`src/rtl/hwloop_pkg.sv`:
```
package hwloop_pkg;
    typedef enum logic [1:0] {
        LP_IDLE    = 2'd0,
        LP_COUNTED = 2'd1,
        LP_ENDLESS = 2'd2
    } lp_state_e;
endpackage

```
`src/rtl/hwloop_decode.sv`:
```
module hwloop_decode #(
    parameter int ADDR_W = 16,
    parameter int LEN_W  = 6,
    parameter int CNT_W  = 32,
    parameter int EIMM_W = 14,
    parameter int LIMM_W = 9,
    parameter int EGAP   = 1,
    parameter int LGAP   = 3
) (
    input  logic [ADDR_W-1:0] rep_pc,
    input  logic              rep_late,
    input  logic [LEN_W-1:0]  rep_len_m1,
    input  logic [EIMM_W-1:0] rep_imm,
    input  logic              rep_use_reg,
    input  logic [CNT_W-1:0]  rep_reg_val,
    input  logic              rep_endless_sel,
    output logic [ADDR_W-1:0] blk_start,
    output logic [ADDR_W-1:0] blk_last,
    output logic [CNT_W-1:0]  blk_count,
    output logic              blk_endless
);
    localparam logic [ADDR_W-1:0] EARLY_OFS = ADDR_W'(1 + EGAP);
    localparam logic [ADDR_W-1:0] LATE_OFS  = ADDR_W'(1 + LGAP);

    always_comb begin
        blk_start   = rep_pc + (rep_late ? LATE_OFS : EARLY_OFS);
        blk_last    = blk_start + ADDR_W'(rep_len_m1);
        blk_endless = rep_late & rep_use_reg & rep_endless_sel;
        if (!rep_late)
            blk_count = CNT_W'(rep_imm);
        else if (rep_use_reg)
            blk_count = rep_reg_val;
        else
            blk_count = CNT_W'(rep_imm[LIMM_W-1:0]);
    end
endmodule

```
`src/rtl/hwloop_iter.sv`:
```
module hwloop_iter #(
    parameter int CNT_W = 32
) (
    input  logic             clk,
    input  logic             rst_n,
    input  logic             load,
    input  logic [CNT_W-1:0] load_val,
    input  logic             dec,
    output logic             last_pass
);
    logic [CNT_W-1:0] remain_q;

    always_ff @(posedge clk or negedge rst_n) begin
        if (!rst_n)
            remain_q <= '0;
        else if (load)
            remain_q <= load_val;
        else if (dec && remain_q != '0)
            remain_q <= remain_q - CNT_W'(1);
    end

    assign last_pass = (remain_q == '0);
endmodule

```
`src/rtl/hwloop_ctrl.sv`:
```
module hwloop_ctrl
    import hwloop_pkg::*;
#(
    parameter int ADDR_W = 16,
    parameter int LEN_W  = 6,
    parameter int CNT_W  = 32,
    parameter int EIMM_W = 14,
    parameter int LIMM_W = 9,
    parameter int EGAP   = 1,
    parameter int LGAP   = 3
) (
    input  logic              clk,
    input  logic              rst_n,
    input  logic              rep_valid,
    input  logic [ADDR_W-1:0] rep_pc,
    input  logic              rep_late,
    input  logic [LEN_W-1:0]  rep_len_m1,
    input  logic [EIMM_W-1:0] rep_imm,
    input  logic              rep_use_reg,
    input  logic [CNT_W-1:0]  rep_reg_val,
    input  logic              rep_endless_sel,
    input  logic              issue_valid,
    input  logic [ADDR_W-1:0] issue_pc,
    input  logic              abort,
    output logic              redirect_valid,
    output logic [ADDR_W-1:0] redirect_pc,
    output logic              busy
);
    lp_state_e         state_q, state_d;
    logic [ADDR_W-1:0] start_q, last_q;
    logic [ADDR_W-1:0] dec_start, dec_last;
    logic [CNT_W-1:0]  dec_count;
    logic              dec_endless;
    logic              accept, last_hit, last_pass, step_back;

    hwloop_decode #(
        .ADDR_W(ADDR_W), .LEN_W(LEN_W), .CNT_W(CNT_W),
        .EIMM_W(EIMM_W), .LIMM_W(LIMM_W), .EGAP(EGAP), .LGAP(LGAP)
    ) u_decode (
        .rep_pc          (rep_pc),
        .rep_late        (rep_late),
        .rep_len_m1      (rep_len_m1),
        .rep_imm         (rep_imm),
        .rep_use_reg     (rep_use_reg),
        .rep_reg_val     (rep_reg_val),
        .rep_endless_sel (rep_endless_sel),
        .blk_start       (dec_start),
        .blk_last        (dec_last),
        .blk_count       (dec_count),
        .blk_endless     (dec_endless)
    );

    assign accept   = rep_valid & ~abort;
    assign last_hit = issue_valid & (issue_pc == last_q);

    hwloop_iter #(.CNT_W(CNT_W)) u_iter (
        .clk       (clk),
        .rst_n     (rst_n),
        .load      (accept),
        .load_val  (dec_count),
        .dec       (step_back && state_q == LP_COUNTED),
        .last_pass (last_pass)
    );

    // State register
    always_ff @(posedge clk or negedge rst_n) begin
        if (!rst_n) begin
            state_q <= LP_IDLE;
            start_q <= '0;
            last_q  <= '0;
        end else begin
            state_q <= state_d;
            if (accept) begin
                start_q <= dec_start;
                last_q  <= dec_last;
            end
        end
    end

    // Next state
    always_comb begin
        state_d = state_q;
        unique case (state_q)
            LP_IDLE:    state_d = LP_IDLE;
            LP_COUNTED: if (last_hit && last_pass) state_d = LP_IDLE;
            LP_ENDLESS: state_d = LP_ENDLESS;
            default:    state_d = LP_IDLE;
        endcase
        if (accept)
            state_d = dec_endless ? LP_ENDLESS : LP_COUNTED;
        if (abort)
            state_d = LP_IDLE;
    end

    // Outputs
    always_comb begin
        busy      = 1'b0;
        step_back = 1'b0;
        unique case (state_q)
            LP_IDLE:    begin busy = 1'b0; step_back = 1'b0; end
            LP_COUNTED: begin busy = 1'b1; step_back = last_hit & ~last_pass & ~abort; end
            LP_ENDLESS: begin busy = 1'b1; step_back = last_hit & ~abort; end
            default:    begin busy = 1'b0; step_back = 1'b0; end
        endcase
        redirect_valid = step_back;
        redirect_pc    = start_q;
    end
endmodule

```
`config.mk`:
```
export PLATFORM = sky130hd
export DESIGN_NAME = hwloop_ctrl
export DESIGN_NICKNAME = d
export VERILOG_FILES = /design/src/rtl/hwloop_pkg.sv /design/src/rtl/hwloop_decode.sv /design/src/rtl/hwloop_iter.sv /design/src/rtl/hwloop_ctrl.sv
export SDC_FILE = /design/constraint.sdc
export NUM_CORES = 1
export LEC_CHECK = 0
export ABC_AREA = 1
export BUFFER_PORTS_ARGS = -buffer_cell sky130_fd_sc_hd__buf_2
export CAP_MARGIN = 20
export CORE_ASPECT_RATIO = 1.5
export CORE_MARGIN = 2
export CORE_UTILIZATION = 60
export DETAILED_ROUTE_END_ITERATION = 8
export PLACE_DENSITY = 0.89
export SKIP_LAST_GASP = 1
export SLEW_MARGIN = 20
export SYNTH_ARGS = -nofsm -noshare
export SYNTH_HDL_FRONTEND = slang
export SYNTH_SLANG_ARGS = --single-unit
```
`constraint.sdc`:
```
create_clock -name clk -period 4.3 [get_ports clk]
set_input_delay 0 -clock clk [delete_from_list [all_inputs] [get_ports clk]]
set_output_delay 0 -clock clk [all_outputs]
set_load 0.05 [all_outputs]
```
# Word-level counts from Yosys, hierarchy flattened
# Index checks and enable logic that the tools add are counted.
# W data, S select, Z words.
[word_totals]
ff_bits = 66
output_inout_bits = 18
inputBits = 92
elab_cells = 39
[classes]
n_reduce_logical = 7
n_addsub = 3
muxes = 12
n_bitwise = 9
eq_ne = 4
[ops]
columns = ["operator", "n"]
rows = [
  ["$mux W32", 4],
  ["$logic_not A32 Y1", 1],
  ["$reduce_bool A32 Y1", 1],
  ["$sub A32 B1 Y32 const B", 1],
  ["$add A16 B16 Y16", 1],
  ["$add A16 B6 Y16", 1],
  ["$eq A16 B16 Y1", 1],
  ["$mux W2", 4],
  ["$and A1 B1 Y1", 7],
  ["$ne A4 B3 Y1 const B", 1],
  ["$pmux W2 S2", 1],
  ["$logic_and A1 B1 Y1", 3],
  ["$mux W3", 1],
  ["$eq A2 B1 Y1 const B", 1],
  ["$eq A2 B2 Y1 const B", 1],
  ["$not A1 Y1", 2],
  ["$pmux W1 S2", 1],
  ["$reduce_bool A2 Y1", 1],
  ["$reduce_or A2 Y1", 1],
  ["$mux W1", 1],
]

# Depth between registers and ports, before layout
[logic_depth]
word_depth = 9
mapped_depth = 19

# Modules after synthesis
# From an unflattened synthesis, not the netlist that was laid out.
[unflattened]
cells_unflattened = 919
area_unflattened_um2 = 5711.7
[by_module_without_submodules]
columns = ["mod", "seq_area_each_um2", "area_each_um2", "instances", "cells_per_inst"]
rows = [
  ["hwloop_iter", 800.8, 2653.8, 1, 433],
  ["hwloop_ctrl", 850.8, 1774.2, 1, 246],
  ["hwloop_decode", 0.0, 1283.7, 1, 240],
]

# Worst setup path before layout
# No wires, ideal clock.
[synth_timing]
path_kind = "in2reg"
startpoint = "input port rep_late"
endpoint = "register last_q[14]"
cell_stages = 18
setup_time_ps = 124
slack_ps = 1955
required_time_ps = 4176
t_arrival_ps = 2220
path_cell_list = "inv_1 -> ha_1 -> fa_1 -> nand2_2 -> nor2_2 -> or2_2 -> nand2_1 -> inv_1 -> ha_1 -> nand2_1 -> inv_1 -> nand4_1 -> nand4_1 -> nand3_2 -> nor2_2 -> nand2_1 -> nand3_1 -> nand3_1"
[synth_via]
elab_chain_len = 3
[synth_lines]
columns = ["element", "line", "rtl"]
rows = [
  ["start, declared", "hwloop_ctrl.sv:16", "input logic rep_late,"],
  ["$mux W3", "hwloop_decode.sv:26", "blk_start = rep_pc + (rep_late ? LATE_OFS : EARLY_OFS);"],
  ["$add A16 B16 Y16", "hwloop_decode.sv:26", ""],
  ["named net dec_start[5]", "hwloop_ctrl.sv:31", "logic [ADDR_W-1:0] dec_start, dec_last;"],
  ["$add A16 B6 Y16", "hwloop_decode.sv:27", "blk_last = blk_start + ADDR_W'(rep_len_m1);"],
  ["end signal, assigned", "hwloop_ctrl.sv:75", "last_q <= dec_last;"],
  ["end, declared", "hwloop_ctrl.sv:30", "logic [ADDR_W-1:0] start_q, last_q;"],
]
# The timed path passes the listed nets, and every way through them passes these cells.
# A chain may end at the register's enable or synchronous reset.

# Worst setup path after layout
[layout_timing]
startpoint = "register u_iter.remain_q[13]"
endpoint = "register u_iter.remain_q[12]"
[layout_via]
elab_chain_len = 8
word_cells_on_any_way = 9
classes_between = "mux (1); bitwise (3); reduce/logical (5)"
[layout_lines]
columns = ["element", "line", "rtl"]
rows = [
  ["start, declared", "hwloop_iter.sv:11", "logic [CNT_W-1:0] remain_q;"],
  ["start signal, assigned", "hwloop_iter.sv:17", "remain_q <= load_val;"],
  ["start signal, assigned", "hwloop_iter.sv:19", "remain_q <= remain_q - CNT_W'(1);"],
  ["$logic_not A32 Y1", "hwloop_iter.sv:22", "assign last_pass = (remain_q == '0);"],
  ["$not A1 Y1", "hwloop_ctrl.sv:101", "LP_COUNTED: begin busy = 1'b1; step_back = last_hit & ~last_pass & ~abort; end"],
  ["$and A1 B1 Y1 (2 in a row)", "hwloop_ctrl.sv:101", ""],
  ["$pmux W1 S2", "hwloop_ctrl.sv:99", "unique case (state_q)"],
  ["$logic_and A1 B1 Y1", "hwloop_ctrl.sv:61", ".dec (step_back && state_q == LP_COUNTED),"],
  ["$logic_and A1 B1 Y1 (*)", "hwloop_iter.sv:18", "else if (dec && remain_q != '0)"],
  ["$reduce_bool A2 Y1 (no source line) (*)", "n/a", ""],
]
# Every way passes the cells marked *; elsewhere a longest branch is shown, timed or not.

==> run summary <==
The flow ran to the end, and the final reports show no timing, DRC or antenna violations. The signal on the critical path passes through nor2_1, nand2_1, nor2_2, nand4_1, nor2_1, nor2_1, nand3_2, buf_4, nand2_1, buf_4, nand2_1, nand2_1. Timing would allow up to 371.4 MHz. The clock tree buffer depth is 2. The tool flagged a number of max-cap violations equal to 0. For this configuration, the core starts out at a cell density of 61.05%. Combinational logic burns 34.8% of the power.

The run gives 0.0002369 V as the worst voltage drop across the vdd grid. The global-route usage over all layers was 30.99%. During synthesis, Yosys emitted a total of 0 warnings.

The overall die area was 9277 µm². The net count after synthesis is 893, and the post-synthesis sequential area ratio is 32.35%. The die is 117.0 µm tall. The run gives 66 as the number of clock sinks seen by CTS.

The minimum clock period after layout is 2.692 ns, and the synthesized cell area is 5105 µm². The antenna diode count was 0; the detailed placement HPWL was 10000 µm. The synthesized area per cell works out to 6.487 µm². The cell leakage power was 3.342 nW. Total power per unit cell area: 403.1 nW/µm². The top layer reached by signal wires is met4.

After detailed routing, the average wire length per cell comes to 13.58 µm. The slowest stage of the critical path is the sky130_fd_sc_hd__dfrtp_1 cell. At the later pin of the worst-skew pair, clock insertion delay measures 0.34 ns. The cell seen most often among critical-path stages was sky130_fd_sc_hd__nand2_1. The measured slew at the worst slew-check pin is 0.8750 ns.

STA puts the critical path data arrival time at 2.92 ns. After detailed routing, the number of vias per cell comes to 5.326. At the end of routability-driven placement, the weighted congestion stood at 0.8945. The delay contributed by the slowest stage of the critical path came out at 0.44 ns. Registers are responsible for 33.1% of the overall power. The number of global-route vias before repair was 5254; the amount of wire on met2 after detailed routing was 7390 µm. Across all hold checks on the routed design, the worst slack comes to 0.007348 ns.

Setup repair after global routing left no endpoint under its margin. After clock tree synthesis, the clock-pin slew on the worst setup and hold paths is 0.06 ns. The post-route cell area is 6238 µm².

The net switching share of the total power came out at 37.77%. The placement row count was 41; the number of instances in the synthesized netlist was 787. Entering global routing, the biggest net connects 67 pins.

The number of clock buffers inserted by TritonCTS came out at 9. The tools report the sort of element at the start of the critical path as a register. Buffers placed on the I/O ports in this run total 109.

Setup total negative slack on the finished layout was measured at 0 ns. Tracing the worst setup path back leads to its startpoint at u_iter.remain_q[13]. For this block, the initial DRC count from the detailed router was 339. The detail route stage leaves a number of antenna-violating nets equal to 0.

The run gives 4.53 ns as the required time at the endpoint of the critical path. The origin of the worst min-delay path was rep_reg_val[28]. Once layout is complete, the utilization of the core stands at 74.61%.

The run gives 8362 µm² as the placeable core region. The count of vias placed by the detailed router is 5427. Setup violations remaining at the end of the flow were counted as 0. The tools report the number of hold violations in the final report as 0. The global-route wire length before repair is 22690 µm, and the sum of routed wire segments on met1 is 5216 µm. STA classifies the critical path endpoint as a register. TritonCTS built the clock tree. The worst setup path is of the register to register kind.

Internal power comes to 1.565 mW. The logs give 1013 for the number of nets in the final layout and 110 for the number of ports placed on the die boundary. The tools report the headroom to the max-slew limit as 41.67%. The post-detailed-route DRC marker count is 0. In this run the worst hold path is classified as input pin to register. For the share of power burned in the clock network, the log shows 32.1%. Between clock sinks in the finished design, the worst skew comes to 0.01167 ns. Hold repair after CTS inserted 19 buffers.

Summing all placed instances gives a cell area of 5719 µm². For the number of antenna violations at the first check in global routing, the log shows 0. Fill cells in the final layout number 678. The run gives 0.9497 mW as the switching power. Relative to the synthesized area, the layout overhead comes to 22.21%. The die width is 79.32 µm, and the count of final max-slew check failures is 0. In the final layout, the share of cells above drive strength 1 is 18.64%.

The number of different library cells used by synthesis comes to 38. The post-CTS setup repair buffer count is 0, and the sum of routed wire length over all layers is 13840 µm. The post-cts gate resize count was 0. In this run the critical register-to-register path is launched from u_iter.remain_q[13]. The CTS H-tree depth is 3, and the register bit total from synthesis is 66. The met3 routed wirelength came out at 754 µm. Clock tree root driver cell: sky130_fd_sc_hd__clkbuf_16. Number of detailed-routing iterations run before antenna repair: 5. The post-route clock period utilization is 62.61%. In this run the worst path has a maximum fanout of 32.

Global routing finished with a remaining overflow of 0.
-- sequential cells by signal (all words and copies together), names as in the netlist --
| register | cells |
|---|---|
| u_iter.remain_q | 32 |
| last_q | 16 |
| redirect_pc | 16 |
| state_q | 2 |
-- per-layer routing --
layer / up-vias / track usage, %
met5: - / 0
met4: 0 / 13.79
met3: 46 / 5.905
met2: 180 / 60.17
met1: 2459 / 31.80
li1: 2742 / -
-- power groups by stage --
stage | logic, mW | registers, mW | clock network, mW
2_1_floorplan | 0.563 | 0.892 | 0
3_3_place_gp | 0.826 | 0.835 | 0
3_5_place_dp | 0.843 | 0.839 | 0
4_1_cts | 0.869 | 0.830 | 0.808
5_1_grt | 0.979 | 0.844 | 0.840
6_report | 0.875 | 0.832 | 0.808
-- final cells by class --
cell class | count | area, µm² | share of cell area [%]
clock buffers | 10 | 239.0 | 3.831
clock inverters | 6 | 90.09 | 1.444
inverters | 88 | 330.3 | 5.295
multi-input cells | 609 | 3020 | 48.42
flip-flops and latches | 66 | 1652 | 26.47
well taps | 107 | 133.9 | 2.146
repair buffers | 133 | 773.2 | 12.39
-- stage by stage --
step | power (mW) | worst slack (ns) | cells
finish | 2.515 | 1.608 | 1019
CTS | 2.507 | 1.660 | 1019
floorplan | 1.455 | 1.955 | 787
global placement | 1.662 | 1.620 | 984
detailed placement | 1.682 | 1.521 | 984
global route | 2.664 | 1.352 | 1019
-- logic make-up (layout without fill, tap and decap cells) --
logic type      Yosys count  in the layout  synth area share (%)
compound gates           89             89                 9.804
simple gates            477            477                 40.05
buf+inv                 112            237                 8.578
fa+ha+maj                14             14                 3.725
flops                    66             66                 32.35
xor+xnor                 29             29                 5.490
-- placed cells by master, fill, tap and decap left out, types with 3 or more instances in the layout --
master and instances:
sky130_fd_sc_hd__or2_2 3, sky130_fd_sc_hd__o21ai_1 14, sky130_fd_sc_hd__inv_1 81, sky130_fd_sc_hd__nand2_2 5
sky130_fd_sc_hd__nor2_2 10, sky130_fd_sc_hd__nand3_1 66, sky130_fd_sc_hd__nand2_1 259, sky130_fd_sc_hd__clkbuf_16 9
sky130_fd_sc_hd__nor2_1 100, sky130_fd_sc_hd__o22ai_1 5, sky130_fd_sc_hd__nor3_1 7, sky130_fd_sc_hd__a22o_1 6
sky130_fd_sc_hd__nand4_1 12, sky130_fd_sc_hd__buf_4 5, sky130_fd_sc_hd__xnor2_1 14, sky130_fd_sc_hd__o21ai_0 45
sky130_fd_sc_hd__buf_2 109, sky130_fd_sc_hd__xor2_1 13, sky130_fd_sc_hd__inv_2 7, sky130_fd_sc_hd__nor2_4 4
sky130_fd_sc_hd__ha_1 12, sky130_fd_sc_hd__a21oi_1 9, sky130_fd_sc_hd__dlygate4sd3_1 19, sky130_fd_sc_hd__nand3_2 5
sky130_fd_sc_hd__dfrtp_1 66
-- cell usage after synthesis --
library cell,instances,area (µm²)
sky130_fd_sc_hd__a21o_1,1,7.510
sky130_fd_sc_hd__a21oi_1,9,45.04
sky130_fd_sc_hd__a22o_1,6,52.55
sky130_fd_sc_hd__a31o_2,1,8.760
sky130_fd_sc_hd__a31oi_1,2,12.51
sky130_fd_sc_hd__a32oi_1,1,8.760
sky130_fd_sc_hd__buf_2,5,25.02
sky130_fd_sc_hd__buf_4,3,22.52
sky130_fd_sc_hd__clkbuf_1,16,60.06
sky130_fd_sc_hd__dfrtp_1,66,1652
sky130_fd_sc_hd__fa_1,2,40.04
sky130_fd_sc_hd__ha_1,12,150.1
sky130_fd_sc_hd__inv_1,81,304.0
sky130_fd_sc_hd__inv_2,7,26.28
sky130_fd_sc_hd__nand2_1,259,972.2
sky130_fd_sc_hd__nand2_2,5,31.28
sky130_fd_sc_hd__nand2_4,2,22.52
sky130_fd_sc_hd__nand3_1,66,330.3
sky130_fd_sc_hd__nand3_2,5,50.05
sky130_fd_sc_hd__nand3b_1,2,15.01
sky130_fd_sc_hd__nand4_1,12,75.07
sky130_fd_sc_hd__nor2_1,100,375.4
sky130_fd_sc_hd__nor2_2,11,68.82
sky130_fd_sc_hd__nor2_4,3,33.78
sky130_fd_sc_hd__nor3_1,7,35.03
sky130_fd_sc_hd__nor3_2,1,10.01
sky130_fd_sc_hd__o21a_1,2,15.01
sky130_fd_sc_hd__o21ai_0,45,225.2
sky130_fd_sc_hd__o21ai_1,14,70.07
sky130_fd_sc_hd__o21bai_1,2,15.01
sky130_fd_sc_hd__o22ai_1,5,31.28
sky130_fd_sc_hd__o2bb2ai_1,1,8.760
sky130_fd_sc_hd__or2_1,1,6.260
sky130_fd_sc_hd__or2_2,3,18.77
sky130_fd_sc_hd__xnor2_1,14,122.6
sky130_fd_sc_hd__xnor2_2,1,16.27
sky130_fd_sc_hd__xnor2_4,1,27.53
sky130_fd_sc_hd__xor2_1,13,113.9
-- worst max-delay path, delay by kind of cell (launching register included) --
kind / cells / cell delay (ns)
simple gates: 10 / 1.46
buf+inv: 2 / 0.68
flops: 1 / 0.44
-- final timing paths --
path | depth (start not counted) | end | slack (ns)
setup / recovery | 12 | u_iter.remain_q[12] | 1.61
hold / removal | 5 | u_iter.remain_q[28] | 0.007
setup reg to reg | 12 | u_iter.remain_q[12] | 1.61
hold reg to reg | 2 | redirect_pc[0] | 0.47
max in group asynchronous | 3 | u_iter.remain_q[0] | 3.34
min in group asynchronous | 3 | u_iter.remain_q[15] | 0.39
No activity file was read; power rests on OpenSTA's default activity.
